### src/rtl/sgf_pkg.sv
package sgf_pkg;

    localparam int SYNC_BYTE_W = 8;
    localparam int SYNC_SR_W   = 2 * SYNC_BYTE_W;
    localparam int SEEN_W      = $clog2(SYNC_SR_W + 1);
    localparam logic [SYNC_BYTE_W-1:0] SYNC_HI_BYTE = 8'h2D;

    typedef struct packed {
        logic                   fill_en;
        logic                   fill_always;
        logic                   long_sync;
        logic [SYNC_BYTE_W-1:0] sync_lo;
    } fill_cfg_t;

    typedef enum logic [1:0] {
        RD_IDLE   = 2'd0,
        RD_SERIAL = 2'd1,
        RD_BYTE   = 2'd2
    } rd_kind_t;

    function automatic logic pattern_hit(
        input logic [SYNC_SR_W-1:0]   window,
        input logic                   long_mode,
        input logic [SYNC_BYTE_W-1:0] lo_byte
    );
        if (long_mode)
            return window == {SYNC_HI_BYTE, lo_byte};
        return window[SYNC_BYTE_W-1:0] == lo_byte;
    endfunction

endpackage

### src/rtl/sgf_sync_gate.sv
module sgf_sync_gate
    import sgf_pkg::*;
(
    input  logic      clk,
    input  logic      rst,
    input  logic      bit_in,
    input  logic      bit_acc,
    input  fill_cfg_t cfg,
    output logic      wr_en
);

    logic [SYNC_SR_W-1:0] shreg;
    logic [SEEN_W-1:0]    seen;
    logic                 locked;
    logic [SYNC_SR_W-1:0] window;
    logic [SEEN_W-1:0]    need_m1;
    logic                 searching;
    logic                 hit;

    always_comb begin
        window    = {shreg[SYNC_SR_W-2:0], bit_in};
        need_m1   = cfg.long_sync ? SEEN_W'(SYNC_SR_W - 1) : SEEN_W'(SYNC_BYTE_W - 1);
        searching = cfg.fill_en && !cfg.fill_always && !locked;
        hit       = searching && bit_acc && (seen >= need_m1)
                    && pattern_hit(window, cfg.long_sync, cfg.sync_lo);
        wr_en     = bit_acc && cfg.fill_en && (cfg.fill_always || locked);
    end

    always_ff @(posedge clk) begin
        if (rst || !cfg.fill_en) begin
            shreg  <= '0;
            seen   <= '0;
            locked <= 1'b0;
        end else if (searching && bit_acc) begin
            shreg <= window;
            if (seen != SEEN_W'(SYNC_SR_W))
                seen <= seen + 1'b1;
            if (hit)
                locked <= 1'b1;
        end
    end

    // dropping the fill enable always abandons a lock
    assert_search_reset_R6: assert property (@(posedge clk) disable iff (rst)
        !cfg.fill_en |=> !locked);

    // a lock can only be taken on an accepted bit
    assert_lock_on_bit_R2: assert property (@(posedge clk) disable iff (rst)
        $rose(locked) |-> $past(bit_acc));

    // an unqualified strobe never advances the search
    assert_ignore_invalid_R5: assert property (@(posedge clk) disable iff (rst)
        (!bit_acc && cfg.fill_en) |=> $stable(seen));

endmodule

### src/rtl/sgf_bit_store.sv
module sgf_bit_store #(
    parameter  int DEPTH  = 16,
    parameter  int BYTE_W = 8,
    localparam int PTR_W  = $clog2(DEPTH),
    localparam int CNT_W  = $clog2(DEPTH + 1),
    localparam int POP_W  = $clog2(BYTE_W + 1)
) (
    input  logic              clk,
    input  logic              rst,
    input  logic              wr_en,
    input  logic              wr_bit,
    input  logic [POP_W-1:0]  pop_n,
    output logic [CNT_W-1:0]  count,
    output logic [BYTE_W-1:0] peek,
    output logic              ovf_evt
);

    // DEPTH is a power of two so that pointers wrap naturally
    logic [DEPTH-1:0] mem;
    logic [PTR_W-1:0] rd_ptr;
    logic [PTR_W-1:0] wr_ptr;
    logic             full;
    logic             accept;

    for (genvar i = 0; i < BYTE_W; i++) begin : g_peek
        assign peek[i] = mem[PTR_W'(rd_ptr + PTR_W'(i))];
    end

    always_comb begin
        full    = (count == CNT_W'(DEPTH));
        accept  = wr_en && (!full || (pop_n != '0));
        ovf_evt = wr_en && full && (pop_n == '0);
    end

    always_ff @(posedge clk) begin
        if (rst) begin
            mem    <= '0;
            rd_ptr <= '0;
            wr_ptr <= '0;
            count  <= '0;
        end else begin
            if (accept) begin
                mem[wr_ptr] <= wr_bit;
                wr_ptr      <= wr_ptr + 1'b1;
            end
            rd_ptr <= PTR_W'(rd_ptr + PTR_W'(pop_n));
            count  <= count - CNT_W'(pop_n) + CNT_W'(accept);
        end
    end

    // the stored count never exceeds the capacity
    assert_count_bound_R1: assert property (@(posedge clk) disable iff (rst)
        count <= CNT_W'(DEPTH));

    // the read side never removes more than is stored
    assert_pop_limit_R11: assert property (@(posedge clk) disable iff (rst)
        CNT_W'(pop_n) <= count);

    // a rejected write leaves the buffer full
    assert_no_overflow_R8: assert property (@(posedge clk) disable iff (rst)
        ovf_evt |=> (count == CNT_W'(DEPTH)));

endmodule

### src/rtl/sgf_read_port.sv
module sgf_read_port
    import sgf_pkg::*;
#(
    parameter  int DEPTH  = 16,
    parameter  int BYTE_W = 8,
    localparam int CNT_W  = $clog2(DEPTH + 1),
    localparam int POP_W  = $clog2(BYTE_W + 1)
) (
    input  logic [CNT_W-1:0]  count,
    input  logic [BYTE_W-1:0] peek,
    input  logic              ser_pop,
    input  logic              byte_rd,
    output logic [POP_W-1:0]  pop_n,
    output logic [BYTE_W-1:0] byte_next,
    output logic              ser_bit
);

    logic [POP_W-1:0] avail;
    rd_kind_t         kind;

    always_comb begin
        avail = (count >= CNT_W'(BYTE_W)) ? POP_W'(BYTE_W) : POP_W'(count);
        if (byte_rd)
            kind = RD_BYTE;
        else if (ser_pop && (count != '0))
            kind = RD_SERIAL;
        else
            kind = RD_IDLE;
        unique case (kind)
            RD_BYTE:   pop_n = avail;
            RD_SERIAL: pop_n = POP_W'(1);
            default:   pop_n = '0;
        endcase
        ser_bit = (count != '0) ? peek[0] : 1'b0;
    end

    // oldest bit goes to the top, missing bits read as zero
    for (genvar i = 0; i < BYTE_W; i++) begin : g_pack
        assign byte_next[BYTE_W-1-i] = (POP_W'(i) < avail) ? peek[i] : 1'b0;
    end

endmodule

### src/rtl/sgf_top.sv
module sgf_top
    import sgf_pkg::*;
#(
    parameter  int DEPTH  = 16,
    parameter  int BYTE_W = 8,
    localparam int CNT_W  = $clog2(DEPTH + 1),
    localparam int LVL_W  = $clog2(DEPTH),
    localparam int POP_W  = $clog2(BYTE_W + 1)
) (
    input  logic                   clk,
    input  logic                   rst,
    input  logic                   bit_in,
    input  logic                   bit_stb,
    input  logic                   data_valid,
    input  logic                   cfg_fill_en,
    input  logic                   cfg_fill_always,
    input  logic                   cfg_long_sync,
    input  logic [SYNC_BYTE_W-1:0] cfg_sync_lo,
    input  logic [LVL_W-1:0]       cfg_level,
    input  logic                   ovf_clr,
    input  logic                   ser_pop,
    input  logic                   byte_rd,
    output logic                   ser_bit,
    output logic [BYTE_W-1:0]      byte_out,
    output logic                   byte_valid,
    output logic [CNT_W-1:0]       fill_count,
    output logic                   level_flag,
    output logic                   fifo_empty,
    output logic                   overflow
);

    fill_cfg_t         cfg;
    logic              bit_acc;
    logic              wr_en;
    logic [POP_W-1:0]  pop_n;
    logic [BYTE_W-1:0] peek;
    logic [BYTE_W-1:0] byte_next;
    logic              ovf_evt;
    logic [CNT_W-1:0]  thr;

    always_comb begin
        cfg.fill_en     = cfg_fill_en;
        cfg.fill_always = cfg_fill_always;
        cfg.long_sync   = cfg_long_sync;
        cfg.sync_lo     = cfg_sync_lo;
        bit_acc         = bit_stb && data_valid;
    end

    sgf_sync_gate u_gate (
        .clk     (clk),
        .rst     (rst),
        .bit_in  (bit_in),
        .bit_acc (bit_acc),
        .cfg     (cfg),
        .wr_en   (wr_en)
    );

    sgf_bit_store #(.DEPTH(DEPTH), .BYTE_W(BYTE_W)) u_store (
        .clk     (clk),
        .rst     (rst),
        .wr_en   (wr_en),
        .wr_bit  (bit_in),
        .pop_n   (pop_n),
        .count   (fill_count),
        .peek    (peek),
        .ovf_evt (ovf_evt)
    );

    sgf_read_port #(.DEPTH(DEPTH), .BYTE_W(BYTE_W)) u_read (
        .count     (fill_count),
        .peek      (peek),
        .ser_pop   (ser_pop),
        .byte_rd   (byte_rd),
        .pop_n     (pop_n),
        .byte_next (byte_next),
        .ser_bit   (ser_bit)
    );

    always_ff @(posedge clk) begin
        if (rst) begin
            byte_out   <= '0;
            byte_valid <= 1'b0;
            overflow   <= 1'b0;
        end else begin
            byte_valid <= byte_rd;
            if (byte_rd)
                byte_out <= byte_next;
            if (ovf_evt)
                overflow <= 1'b1;
            else if (ovf_clr)
                overflow <= 1'b0;
        end
    end

    always_comb begin
        thr        = (cfg_level == '0) ? CNT_W'(1) : CNT_W'(cfg_level);
        level_flag = (fill_count >= thr);
        fifo_empty = (fill_count == '0);
    end

    // with filling off and no reads, the count holds
    assert_fill_off_R6: assert property (@(posedge clk) disable iff (rst)
        (!cfg_fill_en && !ser_pop && !byte_rd) |=> $stable(fill_count));

    // reading an empty buffer without a new bit keeps it empty
    assert_empty_read_R11: assert property (@(posedge clk) disable iff (rst)
        (fifo_empty && !bit_stb) |=> fifo_empty);

    // overflow is sticky until cleared
    assert_ovf_sticky_R8: assert property (@(posedge clk) disable iff (rst)
        (overflow && !ovf_clr) |=> overflow);

    // the level flag never claims data in an empty buffer
    assert_level_nonempty_R7: assert property (@(posedge clk) disable iff (rst)
        level_flag |-> !fifo_empty);

    // every byte read is answered on the next cycle
    assert_byte_valid_R10: assert property (@(posedge clk) disable iff (rst)
        byte_rd |=> byte_valid);

endmodule

### config.mk
export PLATFORM = sky130hd
export DESIGN_NAME = sgf_top
export DESIGN_NICKNAME = d
export VERILOG_FILES = /design/src/rtl/sgf_pkg.sv /design/src/rtl/sgf_sync_gate.sv /design/src/rtl/sgf_bit_store.sv /design/src/rtl/sgf_read_port.sv /design/src/rtl/sgf_top.sv
export SDC_FILE = /design/constraint.sdc
export NUM_CORES = 1
export LEC_CHECK = 0
export CORE_MARGIN = 2
export CORE_UTILIZATION = 43
export CTS_CLUSTER_SIZE = 12
export DETAILED_ROUTE_END_ITERATION = 12
export PLACE_DENSITY = 0.62
export SYNTH_ARGS = -nofsm -noshare
export SYNTH_HDL_FRONTEND = slang
export SYNTH_SLANG_ARGS = --single-unit
### constraint.sdc
create_clock -name clk -period 5 [get_ports clk]
set_input_delay 0.75 -clock clk [delete_from_list [all_inputs] [get_ports clk]]
set_output_delay 0.75 -clock clk [all_outputs]
set_load 0.01 [all_outputs]
After elaboration in Yosys (flattened, before gate mapping). Index checks and enable logic that the tools add are counted. W data, S select, Z words.

Register bits: 60. Output and inout bits: 18. Word-level logic and storage cells: 116.

$add $sub $neg: 12. Magnitude comparators: 21. Eq/ne operators: 6. Multiplexer cells: 39. Reduce and logical (&&, ||, !) cells: 28.

Operators with widths (number): $lt A4 B5 Y1 const B (9); $bmux W1 S4 (8); $mux W1 (24); $add A4 B3 Y4 const B (4); $bwmux W16 (1); $eq A16 B14 Y1 (1); $lt A3 B4 Y1 const A (4); $logic_and A1 B1 Y1 (13); $mux W4 (3); $add A4 B1 Y4 const B (2); $add A4 B2 Y4 const B (2); $eq A8 B8 Y1 (1); $logic_not A4 Y1 (2); $lt A1 B4 Y1 const A (2); $lt A2 B4 Y1 const A (2); $pmux W4 S2 (1); $add A5 B1 Y5 (1); $add A5 B1 Y5 const B (1); $eq A5 B5 Y1 const B (1); $ge A5 B4 Y1 (1); $ge A5 B4 Y1 const B (1); $ge A5 B5 Y1 (1); $logic_not A5 Y1 (1); $ne A5 B5 Y1 const B (1); other kinds (13) (19).

Longest topological paths before layout. Gate-level depths: netlist of the first run.

Word-level depth: 10. Depth in mapped cells: 11. Gate-level depth less buffers: 11.

Hierarchy. A second synthesis of the first run with hierarchy kept.

Cell total of the unflattened synthesis: 419. Area, all modules: 3923.8 µm².

By module, submodules not included: sgf_bit_store (times used 1, cells an instance 230, area each 2336.0 µm², seq. area each 580.6 µm²); sgf_sync_gate (times used 1, cells an instance 118, area each 958.4 µm², seq. area each 420.4 µm²); sgf_top (times used 1, cells an instance 50, area each 473.0 µm², seq. area each 200.2 µm²); sgf_read_port (times used 1, cells an instance 21, area each 156.4 µm², seq. area each 0.0 µm²).

Worst setup path after synthesis of the first run. Ideal clock, no wire load.

Path kind: reg-to-reg. From: register u_store.count[3]. To: register u_store.count[4]. Library setup time: 128 ps. Arrival time: 2724 ps. Required time: 4872 ps. Setup slack: 2149 ps. Stages on the path, launching flop included: 12. Buffers on the path: 0. Path through: dfxtp_1 or2_1 nor4_1 o32ai_1 ha_1 inv_1 ha_1 fa_1 a21o_1 a21oi_1 xnor2_1 nor2_1.

Longest elaborated chain between the ends: 10.

RTL lines: from (decl) (line sgf_bit_store.sv:13) `output logic [CNT_W-1:0] count,`; from (signal assigned) (line sgf_bit_store.sv:47) `count <= count - CNT_W'(pop_n) + CNT_W'(accept);`; branches (longest 9 deep; another with $sub A5 B4 Y5); $add A5 B1 Y5 * (line sgf_bit_store.sv:47).

Mark *: on every way between the ends. A chain may end at the register's enable or synchronous reset.

Worst setup path in the final report of the first run.
From: register u_store.rd_ptr[0]. To: output port ser_bit.

Longest elaborated chain between the ends: 3.

RTL lines: from (decl) (line sgf_bit_store.sv:20) `logic [PTR_W-1:0] rd_ptr;`; from (signal assigned) (line sgf_bit_store.sv:46) `rd_ptr <= PTR_W'(rd_ptr + PTR_W'(pop_n));`; $bmux W1 S4 (line sgf_bit_store.sv:26) `assign peek[i] = mem[PTR_W'(rd_ptr + PTR_W'(i))];`; $mux W1 (not written as such) (line sgf_bit_store.sv:26); $mux W1 (line sgf_read_port.sv:34) `ser_bit = (count != '0) ? peek[0] : 1'b0;`; to (decl) (line sgf_top.sv:23) `output logic ser_bit,`.

No other way between the ends. The select of a mux whose other input is x is not followed.

==> results of run 1 <==
cells by family after synthesis:
family,share of synthesized area [%]
xor+xnor,7.15
simple gates,16.9
mux,18.2
buf+inv,4.97
compound gates,9.06
flops,32.7
fa+ha+maj,11.0
state kept, by name, summed over array words and instances (netlist names):
name            cells
u_gate.seen         5
byte_out            8
u_gate.shreg       15
u_gate.locked       1
u_store.count       5
u_store.wr_ptr      4
byte_valid          1
u_store.rd_ptr      4
u_store.mem        16
overflow            1
layer usage:
metal	GRT usage, %	wire length [um]	share of wire (%)
met2	28.4	3520	46
met3	3.65	346	4.5
met4	7.86	129	1.7
met5	0	0	0
met1	23.3	3660	48
layout make-up:
| class | instances | area [sq um] |
|---|---|---|
| clock buffers | 11 | 141 |
| clock inverters | 5 | 75.1 |
| fillers | 821 | 3930 |
| inverters | 19 | 71.3 |
| multi-input cells | 291 | 2290 |
| flip-flops and latches | 60 | 1200 |
| well taps | 105 | 131 |
| repair buffers | 43 | 423 |
final timing paths:
check / endpoint / startpoint
min: byte_out[4]$_SDFFE_PP0P_ / byte_out[4]$_SDFFE_PP0P_
max reg2reg: byte_out[6]$_SDFFE_PP0P_ / u_store.rd_ptr[0]$_SDFF_PP0_
min reg2reg: byte_out[4]$_SDFFE_PP0P_ / byte_out[4]$_SDFFE_PP0P_
max: ser_bit / u_store.rd_ptr[0]$_SDFF_PP0_
per-stage QoR:
step	worst slack (ns)	total power [mW]	std cells	hold WS (ns)
after detailed placement	1.47	1.20	518	0.439
after CTS	1.40	1.69	534	0.449
final	1.43	1.68	534	0.445
after global routing	1.21	1.80	534	0.481
after floorplan	2.15	1.04	393	0.437
after global placement	1.52	1.19	518	0.434
power groups by stage:
stage	clock, mW	sequential [mW]	combinational (mW)
3_5_place_dp	0	0.611	0.589
5_1_grt	0.515	0.615	0.669
6_report	0.488	0.601	0.590
3_3_place_gp	0	0.611	0.580
4_1_cts	0.497	0.601	0.596
2_1_floorplan	0	0.564	0.479
layout by cell type, fill, tap and decap left out, types with 2 or more instances in the layout:
cell type,instances
dfxtp_1,60
buf_4,3
nor3_1,2
fa_1,2
nor4_1,3
clkdlybuf4s50_1,40
nand3_1,17
clkinv_2,3
inv_1,18
nand2_1,42
nor4b_1,2
a21o_1,4
o21ai_1,2
mux2i_1,20
nand4_1,8
mux2_1,2
mux4_2,17
clkbuf_8,10
o21ai_0,2
or3_1,2
nor2b_1,6
ha_1,29
a21oi_1,29
bufinv_16,2
xor2_1,18
a22o_1,6
nand2b_1,4
mux4_1,2
nor2_1,44
xnor2_1,12
worst max-delay path: cells and delay by family (launching register included):
kind	cells	cell delay, ns
buffers and inverters	1	0.48
AO/OA/AOI/OAI	2	0.26
multiplexers	2	0.88
flip-flops	1	0.86
==> flow_metrics.env, run 1 <==
export IMPL_clockBufferDepth=2
export IMPL_clock_skew_final_ns=0.00713
export IMPL_rsz0062_at_grt="no"
export IMPL_synth_main_ff_cell="dfxtp_1"
export IMPL_cts_setup_buffers=0
export IMPL_gp_congestion=0.751
export IMPL_synth_common_cells="dfxtp_1, nor2_1, nand2_1"
export IMPL_dp_hpwl_um=5550
export IMPL_syn_avg_cell_area_sq_um=9.35
export IMPL_grt_antenna_before_repair=0
export IMPL_pin_count=41
export IMPL_grt_max_degree=35
export IMPL_synthCells=393
export IMPL_slowest_delay_ns=0.86
export IMPL_drv_cap=0
export IMPL_initial_core_util_pct=44.5
export IMPL_finalCritPeriodShare_pct=71.4
export IMPL_synth_area_leaders="dfxtp_1, mux4_2, ha_1"
export IMPL_cp_cell_sequence="mux4_2 -> mux2i_1 -> a21oi_1 -> o21a_1 -> clkdlybuf4s50_1"
export IMPL_die_w_um=96.4
export IMPL_r2r_slack_ns=1.85
export IMPL_tns_ns=0
export IMPL_core_sq_um=8260
export IMPL_cts_inserted_buffers=9
export IMPL_clock_sinks=60
export IMPL_worstPathArrival_ns=2.82
export IMPL_leakage_nw=1.78
export IMPL_pwr_share_seq_pct=35.8
export IMPL_layout_drive_gt1_share_pct=9.09
export IMPL_cp_start_kind="register"
export IMPL_setup_viol=0
export IMPL_ys_ff_latch=60
export IMPL_cp_required_ns=4.25
export IMPL_hold_violations=0
export IMPL_peakVddDrop_mv=0.168
export IMPL_cts_resized=0
export IMPL_port_buffers=40
export IMPL_synth_async_reset_ratio_pct=0
export IMPL_cellPowerDensity_nw_per_um2=387
export IMPL_r2r_cells=6
export IMPL_vias=2877
export IMPL_drcViolationCount=0
export IMPL_yosysSeqAreaShare_pct=32.7
export IMPL_dpl_cell_area_sq_um=4120
export IMPL_post_route_cell_area_sq_um=4330
export IMPL_dieArea_sq_um=9300
export IMPL_cts_root_buffer="clkbuf_8"
export IMPL_grt_pass1_vias=2736
export IMPL_synth_area_sq_um=3670
export IMPL_synth_edf_count=0
export IMPL_whs_path_depth=2
export IMPL_area_growth_syn_to_layout_pct=17.9
export IMPL_tightest_slew_ns=1.03
export IMPL_grt_overflow=0
export IMPL_yosysTopAreaCellShare_pct=32.7
export IMPL_p_comb_share_pct=35.1
export IMPL_h_tree_depth=3
export IMPL_crit_type="register to output port"
export IMPL_drtAntennaViolNets=0
export IMPL_status="finished, final reports clean"
export IMPL_fmax_ghz=0.280
export IMPL_rows=33
export IMPL_power_switching_uw=561
export IMPL_sw_frac_of_total_pct=33.4
export IMPL_hold_path_class="register to register"
export IMPL_slew_headroom_pct=31.0
export IMPL_slowest_stage="dfxtp_1"
export IMPL_drt_pass1_iterations=4
export IMPL_slew_viol_final=0
export IMPL_intPower_mw=1.12
export IMPL_crit_fanout=17
export IMPL_cp_end_kind="output port"
export IMPL_ys_warn_count=0
export IMPL_antenna_cells=0
export IMPL_yosys_cell_types_count=47
export IMPL_nets=478
export IMPL_clk_latency_ns=0.34
export IMPL_grt_pass1_wl_um=12700
export IMPL_hold_buffers=0
export IMPL_final_util_pct=52.5
export IMPL_drt_initial_drc_count=103
export IMPL_routed_wl_um=7650
export IMPL_viasPerCell=5.39
export IMPL_cts_tree="yes"
export IMPL_period_minus_slack_ns=3.57
export IMPL_synthesis_nets=447
export IMPL_grtUsageTotal_pct=17.8
export IMPL_synth_most_common_cell="dfxtp_1"
export IMPL_synth_largest_area_cell="dfxtp_1"
export IMPL_clock_power_share_pct=29.1
export IMPL_post_drt_wl_per_cell_um=14.3
export IMPL_die_h_um=96.4
export IMPL_clkTransAtPathRegs_ns=0.07
Power figures use the tool's default switching activity.
==> run 2, diff against run 1 <==
- clock period: 5 -> 3.5 ns (I/O delays scaled with it)
==> run 2 against run 1 <==
Compared with the run above: power rose by 41%; via count hardly changed; worst setup slack got worse by 1.0 ns; non-clock buffer count grew 4; critical path type is now input pin to output port; largest power group is now combinational cells; highest routed layer unchanged.
==> flow_metrics.env, run 2 (synthesis gave the netlist of run 1 again) <==
export IMPL_status="finished, final reports clean"
export IMPL_grt_busiest_layer="met2"
export IMPL_critical_path_top_delay_family="buffers and inverters"
export IMPL_cts_setup_buffers=0
export IMPL_drt_pass1_iterations=4
export IMPL_grt_max_degree=34
export IMPL_dpl_cell_area_sq_um=4150
export IMPL_h_tree_depth=3
export IMPL_largest_reg_flops=16
export IMPL_gp_congestion=0.799
export IMPL_post_route_cell_area_sq_um=4350
export IMPL_num_fill_cells=757
export IMPL_grtUsageTotal_pct=17.6
export IMPL_die_h_um=96.4
export IMPL_drtAntennaViolNets=0
export IMPL_rows=33
export IMPL_intPower_mw=1.54
export IMPL_period_minus_slack_ns=3.08
export IMPL_leakage_nw=1.79
export IMPL_fin_cells=538
export IMPL_initial_core_util_pct=44.5
export IMPL_nets=482
export IMPL_hold_path_class="register to register"
export IMPL_fin_ws_ns=0.418
export IMPL_cts_resized=0
export IMPL_viasPerCell=5.35
export IMPL_dieArea_sq_um=9300
export IMPL_clockBufferDepth=2
export IMPL_slowest_stage="clkdlybuf4s50_1"
export IMPL_layout_drive_gt1_share_pct=10.2
export IMPL_r2r_slack_ns=0.72
export IMPL_sw_frac_of_total_pct=34.6
export IMPL_grt_pass1_vias=2678
export IMPL_finalCritPeriodShare_pct=88.0
export IMPL_grt_pass1_wl_um=12700
export IMPL_fmax_ghz=0.325
export IMPL_grt_antenna_before_repair=0
export IMPL_power_switching_uw=816
export IMPL_critPathBufInv=3
export IMPL_drcViolationCount=0
export IMPL_cp_common_cell="clkdlybuf4s50_1"
export IMPL_cellPowerDensity_nw_per_um2=543
export IMPL_slowest_delay_ns=0.47
export IMPL_slew_headroom_pct=44.0
export IMPL_clock_sinks=60
export IMPL_worstPathArrival_ns=2.56
export IMPL_met3_usage_pct=4.27
export IMPL_antenna_cells=0
export IMPL_port_buffers=40
export IMPL_hold_slack_ns=0.444
export IMPL_rsz0062_at_grt="no"
export IMPL_use_met1_pct=23.5
export IMPL_dp_hpwl_um=5500
export IMPL_reg_top3="u_store.mem: 16 flops, u_gate.shreg: 15 flops, byte_out: 8 flops"
export IMPL_hold_buffers=0
export IMPL_cp_end_kind="output port"
export IMPL_crit_fanout=2
export IMPL_post_drt_wl_per_cell_um=14.2
export IMPL_drt_initial_drc_count=145
export IMPL_cts_root_buffer="clkbuf_8"
export IMPL_tns_ns=0
export IMPL_drv_cap=0
export IMPL_grt_overflow=0
export IMPL_pin_count=41
export IMPL_clk_latency_ns=0.34
export IMPL_core_sq_um=8260
export IMPL_cts_inserted_buffers=9
export IMPL_p_comb_share_pct=39.0
export IMPL_clock_skew_final_ns=0.00530
export IMPL_cts_tree="yes"
export IMPL_hold_violations=0
export IMPL_die_w_um=96.4
export IMPL_routed_wl_um=7630
export IMPL_multiInputGateArea_sq_um=2290
export IMPL_mostFrequentLayoutCells="dfxtp_1, nor2_1, nand2_1"
export IMPL_cp_start_kind="input pin"
export IMPL_cp_required_ns=2.97
export IMPL_pwr_share_seq_pct=34.2
export IMPL_top_register="u_store.mem"
export IMPL_setup_viol=0
export IMPL_crit_type="input pin to output port"
export IMPL_clkTransAtPathRegs_ns=0.07
export IMPL_vias=2879
export IMPL_seq_area_sq_um=1200
export IMPL_final_util_pct=52.7
export IMPL_clock_power_share_pct=26.8
export IMPL_p_total_mw=2.36
export IMPL_use_met2_pct=27.6
export IMPL_slew_viol_final=0
export IMPL_cp_cell_sequence="clkdlybuf4s50_1 -> inv_1 -> a31o_2 -> ha_1 -> nand2b_1 -> a21oi_1 -> nor2b_1 -> o21ai_0 -> nand2_1 -> clkdlybuf4s50_1"
export IMPL_tightest_slew_ns=0.841
export IMPL_peakVddDrop_mv=0.201
export IMPL_final_common_cell="dfxtp_1"
export IMPL_place_inst=522
export IMPL_preCtsSetupSlack_ns=0.403
export IMPL_area_growth_syn_to_layout_pct=18.4
==> run 2: changes by cell type in the layout (fill, tap and decap cells not counted) <==
cell        change
buf_4           +4
clkinvlp_4      +2
bufinv_16       -1
clkbuf_1        -1
clkinv_2        -1
clkinv_4        +1
==> run 2: worst paths after layout <==
path                               start                     endpoint  cells past startpoint
max                         cfg_level[3]                   level_flag                     10
min             byte_out[4]$_SDFFE_PP0P_     byte_out[4]$_SDFFE_PP0P_                      2
max reg2reg  u_store.count[3]$_SDFF_PP0_  u_store.count[4]$_SDFF_PP0_                     11
min reg2reg     byte_out[4]$_SDFFE_PP0P_     byte_out[4]$_SDFFE_PP0P_                      2
==> run 2: power by group through the flow <==
stage | Sequential, mW | Combinational, mW | Clock [mW]
after floorplan | 0.806 | 0.684 | 0
after global routing | 0.816 | 1.02 | 0.679
after CTS | 0.806 | 0.932 | 0.649
after detailed placement | 0.821 | 0.922 | 0
after global placement | 0.820 | 0.904 | 0
final | 0.806 | 0.921 | 0.633
==> run 2: cell type report <==
cell class	instances	share of cell area, %
Clock buffer	10	3.17
Clock inverter	6	1.47
Inverter	19	1.64
Multi-Input combinational cell	291	52.7
Sequential cell	60	27.6
Tap cell	105	3.02
Timing Repair Buffer	47	10.4
==> run 2: routing by layer <==
metal | up-vias | part of all wire (%)
met5 | - | 0
met2 | 54 | 45
li1 | 1448 | -
met3 | 14 | 4.3
met4 | 0 | 1.8
met1 | 1363 | 48
==> run 2: tightest hold or removal path, delay by kind of cell, from the launching register on <==
kind,cells,cell delay [ns]
AND/OR/NAND/NOR,1,0.05
flip-flops,1,0.31
AO/OA/AOI/OAI,1,0.05
==> run 3, diff against run 2 <==
- CORE_MARGIN: 2 -> unset
==> run 3 against run 2 <==
Compared with the run above: power rose by 0.91%; register-to-register slack improved by 0.06 ns; sequential power rose by 2%; cell count rose by 0.37%; highest routed layer unchanged; hold slack improved by 0.0043 ns; combinational power barely moved; clock skew rose by 0.0022 ns; global-route usage rose by 1.1 points; sequential cell count did not move; wire length rose by 2.1%.
==> flow_metrics.env, run 3 (synthesis gave the netlist of run 1 again) <==
export IMPL_status="finished, final reports clean"
export IMPL_crit_type="input pin to output port"
export IMPL_vias=2876
export IMPL_post_drt_wl_per_cell_um=14.4
export IMPL_cp_start_kind="input pin"
export IMPL_drt_pass1_iterations=4
export IMPL_rows=33
export IMPL_reg_top3="u_store.mem: 16 flops, u_gate.shreg: 15 flops, byte_out: 8 flops"
export IMPL_final_util_pct=52.8
export IMPL_hold_path_class="register to register"
export IMPL_core_sq_um=8260
export IMPL_worstPathArrival_ns=2.55
export IMPL_viasPerCell=5.33
export IMPL_antenna_cells=0
export IMPL_initial_core_util_pct=44.5
export IMPL_p_total_mw=2.38
export IMPL_tightest_slew_ns=0.839
export IMPL_largest_reg_flops=16
export IMPL_grt_pass1_wl_um=12900
export IMPL_dpl_cell_area_sq_um=4160
export IMPL_nets=484
export IMPL_use_met2_pct=30.3
export IMPL_grt_antenna_before_repair=0
export IMPL_rsz0062_at_grt="no"
export IMPL_fin_cells=540
export IMPL_hold_violations=0
export IMPL_grtUsageTotal_pct=18.7
export IMPL_grt_overflow=0
export IMPL_grt_pass1_vias=2679
export IMPL_post_route_cell_area_sq_um=4360
export IMPL_drt_initial_drc_count=136
export IMPL_drtAntennaViolNets=0
export IMPL_slew_headroom_pct=44.1
export IMPL_clockBufferDepth=2
export IMPL_die_h_um=94.4
export IMPL_cts_root_buffer="clkbuf_8"
export IMPL_crit_fanout=2
export IMPL_top_register="u_store.mem"
export IMPL_grt_max_degree=34
export IMPL_layout_drive_gt1_share_pct=10.3
export IMPL_seq_area_sq_um=1200
export IMPL_final_common_cell="dfxtp_1"
export IMPL_h_tree_depth=3
export IMPL_port_buffers=40
export IMPL_dieArea_sq_um=8920
export IMPL_num_fill_cells=777
export IMPL_clk_latency_ns=0.34
export IMPL_fmax_ghz=0.325
export IMPL_clock_sinks=60
export IMPL_met3_usage_pct=4.43
export IMPL_drv_cap=0
export IMPL_mostFrequentLayoutCells="dfxtp_1, nor2_1, nand2_1"
export IMPL_fin_ws_ns=0.426
export IMPL_cts_resized=0
export IMPL_area_growth_syn_to_layout_pct=18.8
export IMPL_peakVddDrop_mv=0.194
export IMPL_cts_inserted_buffers=9
export IMPL_use_met1_pct=24.3
export IMPL_clkTransAtPathRegs_ns=0.07
export IMPL_period_minus_slack_ns=3.07
export IMPL_cellPowerDensity_nw_per_um2=545
export IMPL_leakage_nw=1.80
export IMPL_place_inst=524
export IMPL_dp_hpwl_um=5700
export IMPL_slew_viol_final=0
export IMPL_gp_congestion=0.770
export IMPL_multiInputGateArea_sq_um=2290
export IMPL_routed_wl_um=7790
export IMPL_clock_skew_final_ns=0.00745
export IMPL_cts_tree="yes"
export IMPL_hold_buffers=0
export IMPL_whs_path_depth=2
export IMPL_die_w_um=94.4
export IMPL_drcViolationCount=0
export IMPL_grt_busiest_layer="met2"
export IMPL_cp_required_ns=2.97
export IMPL_hold_slack_ns=0.448
export IMPL_pin_count=41
export IMPL_preCtsSetupSlack_ns=0.426
export IMPL_cts_setup_buffers=0
export IMPL_tns_ns=0
export IMPL_setup_viol=0
export IMPL_finalCritPeriodShare_pct=87.8
export IMPL_r2r_cells=11
export IMPL_cp_end_kind="output port"
## run 3: path summary, 6_finish.rpt
kind / slack [ns] / to / start
setup reg to reg: 0.78 / u_store.count[4]$_SDFF_PP0_ / u_store.count[3]$_SDFF_PP0_
hold reg to reg: 0.45 / byte_out[4]$_SDFFE_PP0P_ / byte_out[4]$_SDFFE_PP0P_
hold / removal: 0.45 / byte_out[4]$_SDFFE_PP0P_ / byte_out[4]$_SDFFE_PP0P_
setup / recovery: 0.43 / level_flag / cfg_level[3]
## run 3: layout make-up
cell class / instances / area share [%]
clock inverter: 4 / 1.09
clock buffer: 12 / 3.56
sequential: 60 / 27.5
timing repair buffer: 49 / 10.7
multi-input combinational: 291 / 52.5
tap: 105 / 3.01
inverter: 19 / 1.63
## run 3: report_power, final
part | switching, mW | total [mW] | internal [mW]
sequential | 0.0913 | 0.820 | 0.729
combinational | 0.441 | 0.921 | 0.480
clock | 0.274 | 0.639 | 0.366
## run 3: critical path, stage by stage
cell	delay, ns
clkdlybuf4s50_1	0.45
inv_1	0.05
a31o_2	0.24
ha_1	0.26
nand2b_1	0.14
a21oi_1	0.14
nor2b_1	0.05
o21ai_0	0.15
nand2_1	0.07
clkdlybuf4s50_1	0.47
## run 3: per-layer routing
metal | up-vias | part of all wire (%)
met5 | - | 0
met4 | 0 | 0.90
met3 | 7 | 3.2
met2 | 46 | 47
met1 | 1375 | 49
li1 | 1448 | -
